File: src/rtl/mchash_pkg.sv
package mchash_pkg;

    localparam int ADDR_BYTES = 6;
    localparam int NIB_W      = 4;
    localparam int ADDR_W     = ADDR_BYTES * 8;
    localparam int NIBBLES    = ADDR_W / NIB_W;
    localparam int CNT_W      = $clog2(NIBBLES);
    localparam int CRC_W      = 32;
    localparam logic [CRC_W-1:0] CRC_POLY = 32'hEDB88320;
    localparam int HASH_W     = 6;
    localparam int HASH_TOP   = 28;
    localparam int BIT_W      = 3;
    localparam int IDX_W      = HASH_W - BIT_W;
    localparam int TBL_BYTES  = 1 << IDX_W;
    localparam int BYTE_W     = 1 << BIT_W;
    localparam int TBL_BITS   = TBL_BYTES * BYTE_W;

    typedef logic [CRC_W-1:0]  crc_t;
    typedef logic [HASH_W-1:0] hash_t;

    typedef struct packed {
        logic [IDX_W-1:0] idx;
        logic [BIT_W-1:0] bitn;
        logic             hit;
    } mchash_result_t;

    // One right-shifting step of the reflected CRC.
    function automatic crc_t crc_shift(input crc_t c);
        crc_t r;
        r = c >> 1;
        if (c[0]) r = r ^ CRC_POLY;
        return r;
    endfunction

    // Fold one nibble into the low CRC bits, then run four shift steps.
    function automatic crc_t crc_nibble(input crc_t c, input logic [NIB_W-1:0] n);
        crc_t r;
        r = c ^ {{(CRC_W-NIB_W){1'b0}}, n};
        for (int s = 0; s < NIB_W; s++) r = crc_shift(r);
        return r;
    endfunction

    // Reversed pick of the hash field: CRC bit HASH_TOP lands in hash bit 0.
    function automatic hash_t hash_extract(input crc_t c);
        hash_t h;
        for (int k = 0; k < HASH_W; k++) h[k] = c[HASH_TOP-k];
        return h;
    endfunction

endpackage

File: src/rtl/mchash_table.sv
module mchash_table
    import mchash_pkg::*;
(
    input  logic                clk,
    input  logic                rst,
    input  logic                we,
    input  logic [IDX_W-1:0]    waddr,
    input  logic [BYTE_W-1:0]   wdata,
    output logic [TBL_BITS-1:0] tbl_flat
);

    for (genvar g = 0; g < TBL_BYTES; g++) begin : g_byte
        logic [BYTE_W-1:0] byte_q;

        always_ff @(posedge clk) begin
            if (rst) begin
                byte_q <= '0;
            end else if (we && (waddr == IDX_W'(g))) begin
                byte_q <= wdata;
            end
        end

        assign tbl_flat[g*BYTE_W +: BYTE_W] = byte_q;
    end

endmodule

File: src/rtl/mchash_crc_engine.sv
module mchash_crc_engine
    import mchash_pkg::*;
(
    input  logic              clk,
    input  logic              rst,
    input  logic              start,
    input  logic [ADDR_W-1:0] addr,
    output logic              busy,
    output logic              accept,
    output logic              last,
    output crc_t              crc_next
);

    localparam logic [CNT_W-1:0] LAST_NIB = CNT_W'(NIBBLES - 1);

    logic [ADDR_W-1:0] addr_q;
    logic [CNT_W-1:0]  cnt_q;
    crc_t              crc_q;
    logic [NIB_W-1:0]  nib;

    assign accept   = start && !busy;
    assign last     = busy && (cnt_q == LAST_NIB);
    assign nib      = addr_q[cnt_q*NIB_W +: NIB_W];
    assign crc_next = crc_nibble(crc_q, nib);

    always_ff @(posedge clk) begin
        if (rst) begin
            busy   <= 1'b0;
            cnt_q  <= '0;
            crc_q  <= '1;
            addr_q <= '0;
        end else if (accept) begin
            busy   <= 1'b1;
            cnt_q  <= '0;
            crc_q  <= '1;
            addr_q <= addr;
        end else if (busy) begin
            crc_q <= crc_next;
            cnt_q <= cnt_q + 1'b1;
            if (last) busy <= 1'b0;
        end
    end

endmodule

File: src/rtl/mchash_select.sv
module mchash_select
    import mchash_pkg::*;
(
    input  logic                clk,
    input  logic                rst,
    input  logic                accept,
    input  logic                last,
    input  crc_t                crc_next,
    input  logic [TBL_BITS-1:0] tbl_flat,
    output mchash_result_t      res
);

    logic [TBL_BITS-1:0] snap_q;
    hash_t               hash;
    mchash_result_t      res_d;

    assign hash       = hash_extract(crc_next);
    assign res_d.idx  = hash[HASH_W-1:BIT_W];
    assign res_d.bitn = hash[BIT_W-1:0];
    assign res_d.hit  = snap_q[hash];

    always_ff @(posedge clk) begin
        if (rst) begin
            snap_q <= '0;
            res    <= '0;
        end else begin
            if (accept) snap_q <= tbl_flat;
            if (last)   res    <= res_d;
        end
    end

endmodule

File: src/rtl/mc_hash_filter.sv
module mc_hash_filter
    import mchash_pkg::*;
(
    input  logic              clk,
    input  logic              rst,
    input  logic              start,
    input  logic [ADDR_W-1:0] mac_addr,
    input  logic              tbl_we,
    input  logic [IDX_W-1:0]  tbl_waddr,
    input  logic [BYTE_W-1:0] tbl_wdata,
    output logic              busy,
    output logic              done,
    output logic              hit,
    output logic [IDX_W-1:0]  byte_idx,
    output logic [BIT_W-1:0]  bit_num
);

    logic [TBL_BITS-1:0] tbl_flat;
    logic                accept;
    logic                last;
    crc_t                crc_next;
    mchash_result_t      res;

    mchash_table u_table (
        .clk      (clk),
        .rst      (rst),
        .we       (tbl_we),
        .waddr    (tbl_waddr),
        .wdata    (tbl_wdata),
        .tbl_flat (tbl_flat)
    );

    mchash_crc_engine u_engine (
        .clk      (clk),
        .rst      (rst),
        .start    (start),
        .addr     (mac_addr),
        .busy     (busy),
        .accept   (accept),
        .last     (last),
        .crc_next (crc_next)
    );

    mchash_select u_select (
        .clk      (clk),
        .rst      (rst),
        .accept   (accept),
        .last     (last),
        .crc_next (crc_next),
        .tbl_flat (tbl_flat),
        .res      (res)
    );

    always_ff @(posedge clk) begin
        if (rst) done <= 1'b0;
        else     done <= last;
    end

    assign byte_idx = res.idx;
    assign bit_num  = res.bitn;
    assign hit      = res.hit;

endmodule

File: config.mk
export PLATFORM = sky130hd
export DESIGN_NAME = mc_hash_filter
export DESIGN_NICKNAME = d
export VERILOG_FILES = /design/src/rtl/mchash_pkg.sv /design/src/rtl/mchash_table.sv /design/src/rtl/mchash_crc_engine.sv /design/src/rtl/mchash_select.sv /design/src/rtl/mc_hash_filter.sv
export SDC_FILE = /design/constraint.sdc
export NUM_CORES = 1
export LEC_CHECK = 0
export BUFFER_PORTS_ARGS = -buffer_cell sky130_fd_sc_hd__buf_2
export CAP_MARGIN = 40
export CORE_MARGIN = 2
export CORE_UTILIZATION = 46
export CTS_CLUSTER_SIZE = 30
export DETAILED_ROUTE_END_ITERATION = 8
export PLACE_DENSITY = 0.69
export SLEW_MARGIN = 0
export SYNTH_ARGS = -nofsm -noshare
export SYNTH_HDL_FRONTEND = slang
export SYNTH_SLANG_ARGS = --single-unit
File: constraint.sdc
create_clock -name clk -period 4.07 [get_ports clk]
set_input_delay 0.6105 -clock clk [delete_from_list [all_inputs] [get_ports clk]]
set_output_delay 0.6105 -clock clk [all_outputs]
set_load 0.01 [all_outputs]
==> impl_summary.log <==
INFO  metric finalInstanceArea = 10600 µm²
INFO  metric register_bit_total_from_synthesis = around 220
INFO  metric slew_viol_final = 0
INFO  metric layout.nets = 1231
INFO  metric holdWs = 0.337 ns
INFO  metric grt_max_degree = 105
INFO  metric status = finished clean
INFO  metric number_of_global_route_vias_before_repair = 6980
INFO  metric period_minus_slack = between 3 and 4 ns
INFO  metric yosys_warnings = 0
INFO  metric setup_ws = 0.363 ns
INFO  metric htree_num_levels = 1
INFO  metric hold_viol_final = 0
INFO  metric clk-insertion-delay-late = 0.51 ns
INFO  metric cell_area_after_placement = 9850 µm²
INFO  metric routed-via-count = about 7500
INFO  metric dp_hpwl = 14.6 mm
INFO  metric critical_path_sink_type = register
INFO  metric sum_of_negative_setup_slack = 0 ns
INFO  metric critPathArrivalTime = about 4.1 ns
INFO  metric drtAntennaViolNets = 0
INFO  metric detail_route.first_pass.iterations = 5
INFO  metric floorplan.io_pins = 72
INFO  metric timing.clock.skew = 0.0130 ns
INFO  metric grt_util_all_layers = 0.206
INFO  metric dieArea = ~21000 µm²
INFO  metric final.period_utilization = 0.911
INFO  metric buffer_ports.inserted = 71
INFO  metric max_clk_rate = 270 MHz
INFO  metric worstPathMaxFanout = 12
INFO  metric initial_core_util = 0.464
INFO  metric post_drt_via_cell_ratio = 5.14
INFO  metric groute.layer.met3.usage = 0.0322
INFO  metric power.density_cell_area = 489 nW/µm²
INFO  metric worstHoldPathType = in2reg
INFO  metric cts_max_path_buffers = 3
INFO  metric cts_tree = yes
INFO  metric routedWlPerCell = 15.3 µm
INFO  metric top_usage_layer_grt = met2
INFO  metric antenna_found_initial = 0
INFO  metric drive_gt1_frac = 0.137
INFO  metric postCtsSetupRepairBufs = 0
INFO  metric met2_usage = 0.352
INFO  metric placed_cells = 1410
INFO  metric synth_edf_count = 0
INFO  metric rows = 52
INFO  metric crit_type = reg2reg
INFO  metric power.ir.vdd_worst = 0.342 mV
INFO  metric clock_sink_count = between 200 and 250
INFO  metric fraction_of_registers_with_async_set_reset = 0
INFO  metric postSynthAreaPerCell = 8.26 µm²
INFO  metric cts-buffers-inserted = 24
INFO  metric place.gp.congestion = around 0.86
INFO  metric die_x = 146 µm
INFO  metric cts_root_buffer = sky130_fd_sc_hd__clkbuf_16
INFO  metric slew_at_the_pin_closest_to_its_max_slew_limit = roughly 0.85 ns
INFO  metric maxCapViolCount = 0
INFO  metric grtUsageMet1 = 0.275
INFO  metric postLayoutCoreUtil = 0.529
INFO  metric wl = between 20 and 25 mm
INFO  metric ys_types = 52
INFO  metric cp-start-kind = register
INFO  metric syn-cell-area = 9310 µm²
INFO  metric yosys_most_used_dff = sky130_fd_sc_hd__dfxtp_1
INFO  metric syn-instance-count = 1127
INFO  metric drc = 0
INFO  metric req_time_crit_path = 4.47 ns
INFO  metric power.leakage = ~3.8 nW
INFO  metric slew-limit-headroom = 0.429
INFO  metric ys_seq_area_frac = 0.475
INFO  metric grt_setup_unrepaired = no
INFO  metric report.power.total = 5.18 mW
INFO  metric area_growth = 13.9%
INFO  metric core = 20000 µm²
INFO  metric setup_violations = 0
INFO  metric syn_nets = 1191
INFO  metric post_layout_nonfiller_instances = 1451
INFO  metric post-place-ws = ~0.15 ns
INFO  metric clk_transition_reported_paths = 0.06 ns
INFO  metric drt_iter0_drc = 422
INFO  metric grt-ovfl-total = 0
INFO  metric grt_first_pass_wirelength = 36.2 mm
INFO  metric holdBufCountCts = 0
INFO  metric fp.dieH = 146 µm
INFO  metric antenna-diode-count = 0
[synthesized netlist by cell type, types with 2 or more instances]
| library cell | instances | area, µm² |
|---|---|---|
| sky130_fd_sc_hd__xor2_2 | 5 | 81.3 |
| sky130_fd_sc_hd__xor2_1 | 17 | 149 |
| sky130_fd_sc_hd__a22oi_4 | 2 | 42.5 |
| sky130_fd_sc_hd__a22o_1 | 2 | 17.5 |
| sky130_fd_sc_hd__or3_1 | 2 | 12.5 |
| sky130_fd_sc_hd__a221oi_2 | 2 | 30.0 |
| sky130_fd_sc_hd__and3_1 | 2 | 12.5 |
| sky130_fd_sc_hd__buf_1 | 16 | 60.1 |
| sky130_fd_sc_hd__xnor2_4 | 3 | 82.6 |
| sky130_fd_sc_hd__a21oi_1 | 174 | 871 |
| sky130_fd_sc_hd__mux2i_1 | 43 | 430 |
| sky130_fd_sc_hd__clkbuf_1 | 52 | 195 |
| sky130_fd_sc_hd__buf_6 | 4 | 45.0 |
| sky130_fd_sc_hd__buf_2 | 3 | 15.0 |
| sky130_fd_sc_hd__o21ai_1 | 2 | 10.0 |
| sky130_fd_sc_hd__nand2b_1 | 7 | 43.8 |
| sky130_fd_sc_hd__a211oi_1 | 4 | 30.0 |
| sky130_fd_sc_hd__dfxtp_1 | 221 | 4420 |
| sky130_fd_sc_hd__nor3_1 | 7 | 35.0 |
| sky130_fd_sc_hd__and2_1 | 2 | 12.5 |
| sky130_fd_sc_hd__nor2b_1 | 10 | 62.6 |
| sky130_fd_sc_hd__nand3_1 | 5 | 25.0 |
| sky130_fd_sc_hd__o21ai_0 | 29 | 145 |
| sky130_fd_sc_hd__nand2_1 | 412 | 1550 |
| sky130_fd_sc_hd__a31oi_1 | 3 | 18.8 |
| sky130_fd_sc_hd__a221oi_1 | 3 | 26.3 |
| sky130_fd_sc_hd__nand4_1 | 4 | 25.0 |
| sky130_fd_sc_hd__and2_0 | 2 | 12.5 |
| sky130_fd_sc_hd__nor2_1 | 34 | 128 |
| sky130_fd_sc_hd__mux4_2 | 13 | 293 |
| sky130_fd_sc_hd__buf_4 | 3 | 22.5 |
| sky130_fd_sc_hd__xnor2_1 | 19 | 166 |
[final cells by class]
cell class	count	area (µm²)
clock inverters	9	78.8
fillers	1949	9440
repair buffers	93	556
well taps	270	338
multi-input cells	827	4540
flip-flops and latches	221	4430
clock buffers	31	658
[power breakdown]
group,switching (mW),internal [mW],leakage [nW],total [mW]
sequential,0.0456,2.24,1.79,2.28
combinational,0.503,0.345,1.64,0.848
clock,0.852,1.20,0.359,2.05
total,1.40,3.78,3.79,5.18
[registers in the layout, indices dropped and copies added, names as in the netlist]
register               cells
u_engine.busy              1
u_engine.cnt_q             4
u_select.snap_q           64
u_engine.crc_q            32
u_engine.addr_q           48
u_select.res               7
done                       1
u_table.g_byte.byte_q     64
[worst paths after layout]
path | cells after the start | end | slack, ns | startpoint
worst max-delay path | 12 | u_select.res[0] | 0.36 | u_engine.cnt_q[1]
worst min-delay path | 3 | u_engine.addr_q[2] | 0.34 | mac_addr[2]
worst max register to register | 12 | u_select.res[0] | 0.36 | u_engine.cnt_q[1]
worst min register to register | 2 | u_select.snap_q[21] | 0.45 | u_table.g_byte[2].byte_q[5]
[kinds of logic (layout without fill, tap and decap cells)]
group / count (synthesis) / count (layout) / synth area share
AOI/OAI and AO/OA: 230 / 230 / 0.137
xor gates and xnor gates: 46 / 46 / 0.0557
adders and majority gates: 1 / 1 / 0.00134
buffers and inverters: 79 / 133 / 0.0384
DFF: 221 / 221 / 0.475
muxes: 58 / 58 / 0.0817
and+or+nand+nor: 492 / 492 / 0.210
[worst max-delay path: stages, from the launching register on]
cell and delay [ns]:
sky130_fd_sc_hd__dfxtp_1 0.61, sky130_fd_sc_hd__buf_4 0.24, sky130_fd_sc_hd__nor2_1 0.05, sky130_fd_sc_hd__a22o_1 0.21
sky130_fd_sc_hd__o41ai_2 0.37, sky130_fd_sc_hd__xor2_2 0.37, sky130_fd_sc_hd__xnor3_2 0.45, sky130_fd_sc_hd__buf_4 0.24
sky130_fd_sc_hd__mux2i_1 0.35, sky130_fd_sc_hd__a221oi_1 0.15, sky130_fd_sc_hd__nand2b_1 0.17, sky130_fd_sc_hd__a22o_1 0.17
sky130_fd_sc_hd__o211a_1 0.21
[placed cells by master, fill, tap and decap left out, drive strengths merged, types with 3 or more instances in the layout]
master / instances
nand2: 412
dfxtp: 221
a21oi: 174
buf: 93
mux2i: 43
nor2: 34
o21ai: 31
clkbuf: 31
xnor2: 23
xor2: 22
mux4: 14
nor2b: 10
nand2b: 8
nor3: 7
clkinv: 6
nand3: 5
a221oi: 5
a211oi: 4
nand4: 4
and2: 4
a31oi: 3
a22oi: 3
[repair_timing]
action | CTS | global route
endpoints found under the hold margin | 0 | 0
setup endpoints to repair | 0 | 1
resized for setup | 0 | 1
[metal layers]
metal / vias up / routed length [µm]
met4: 0 / 389
met3: 32 / 959
li1: 3806 / -
met1: 3470 / 10100
met5: - / 0
met2: 146 / 10800
(Power assumes the default switching activity.)
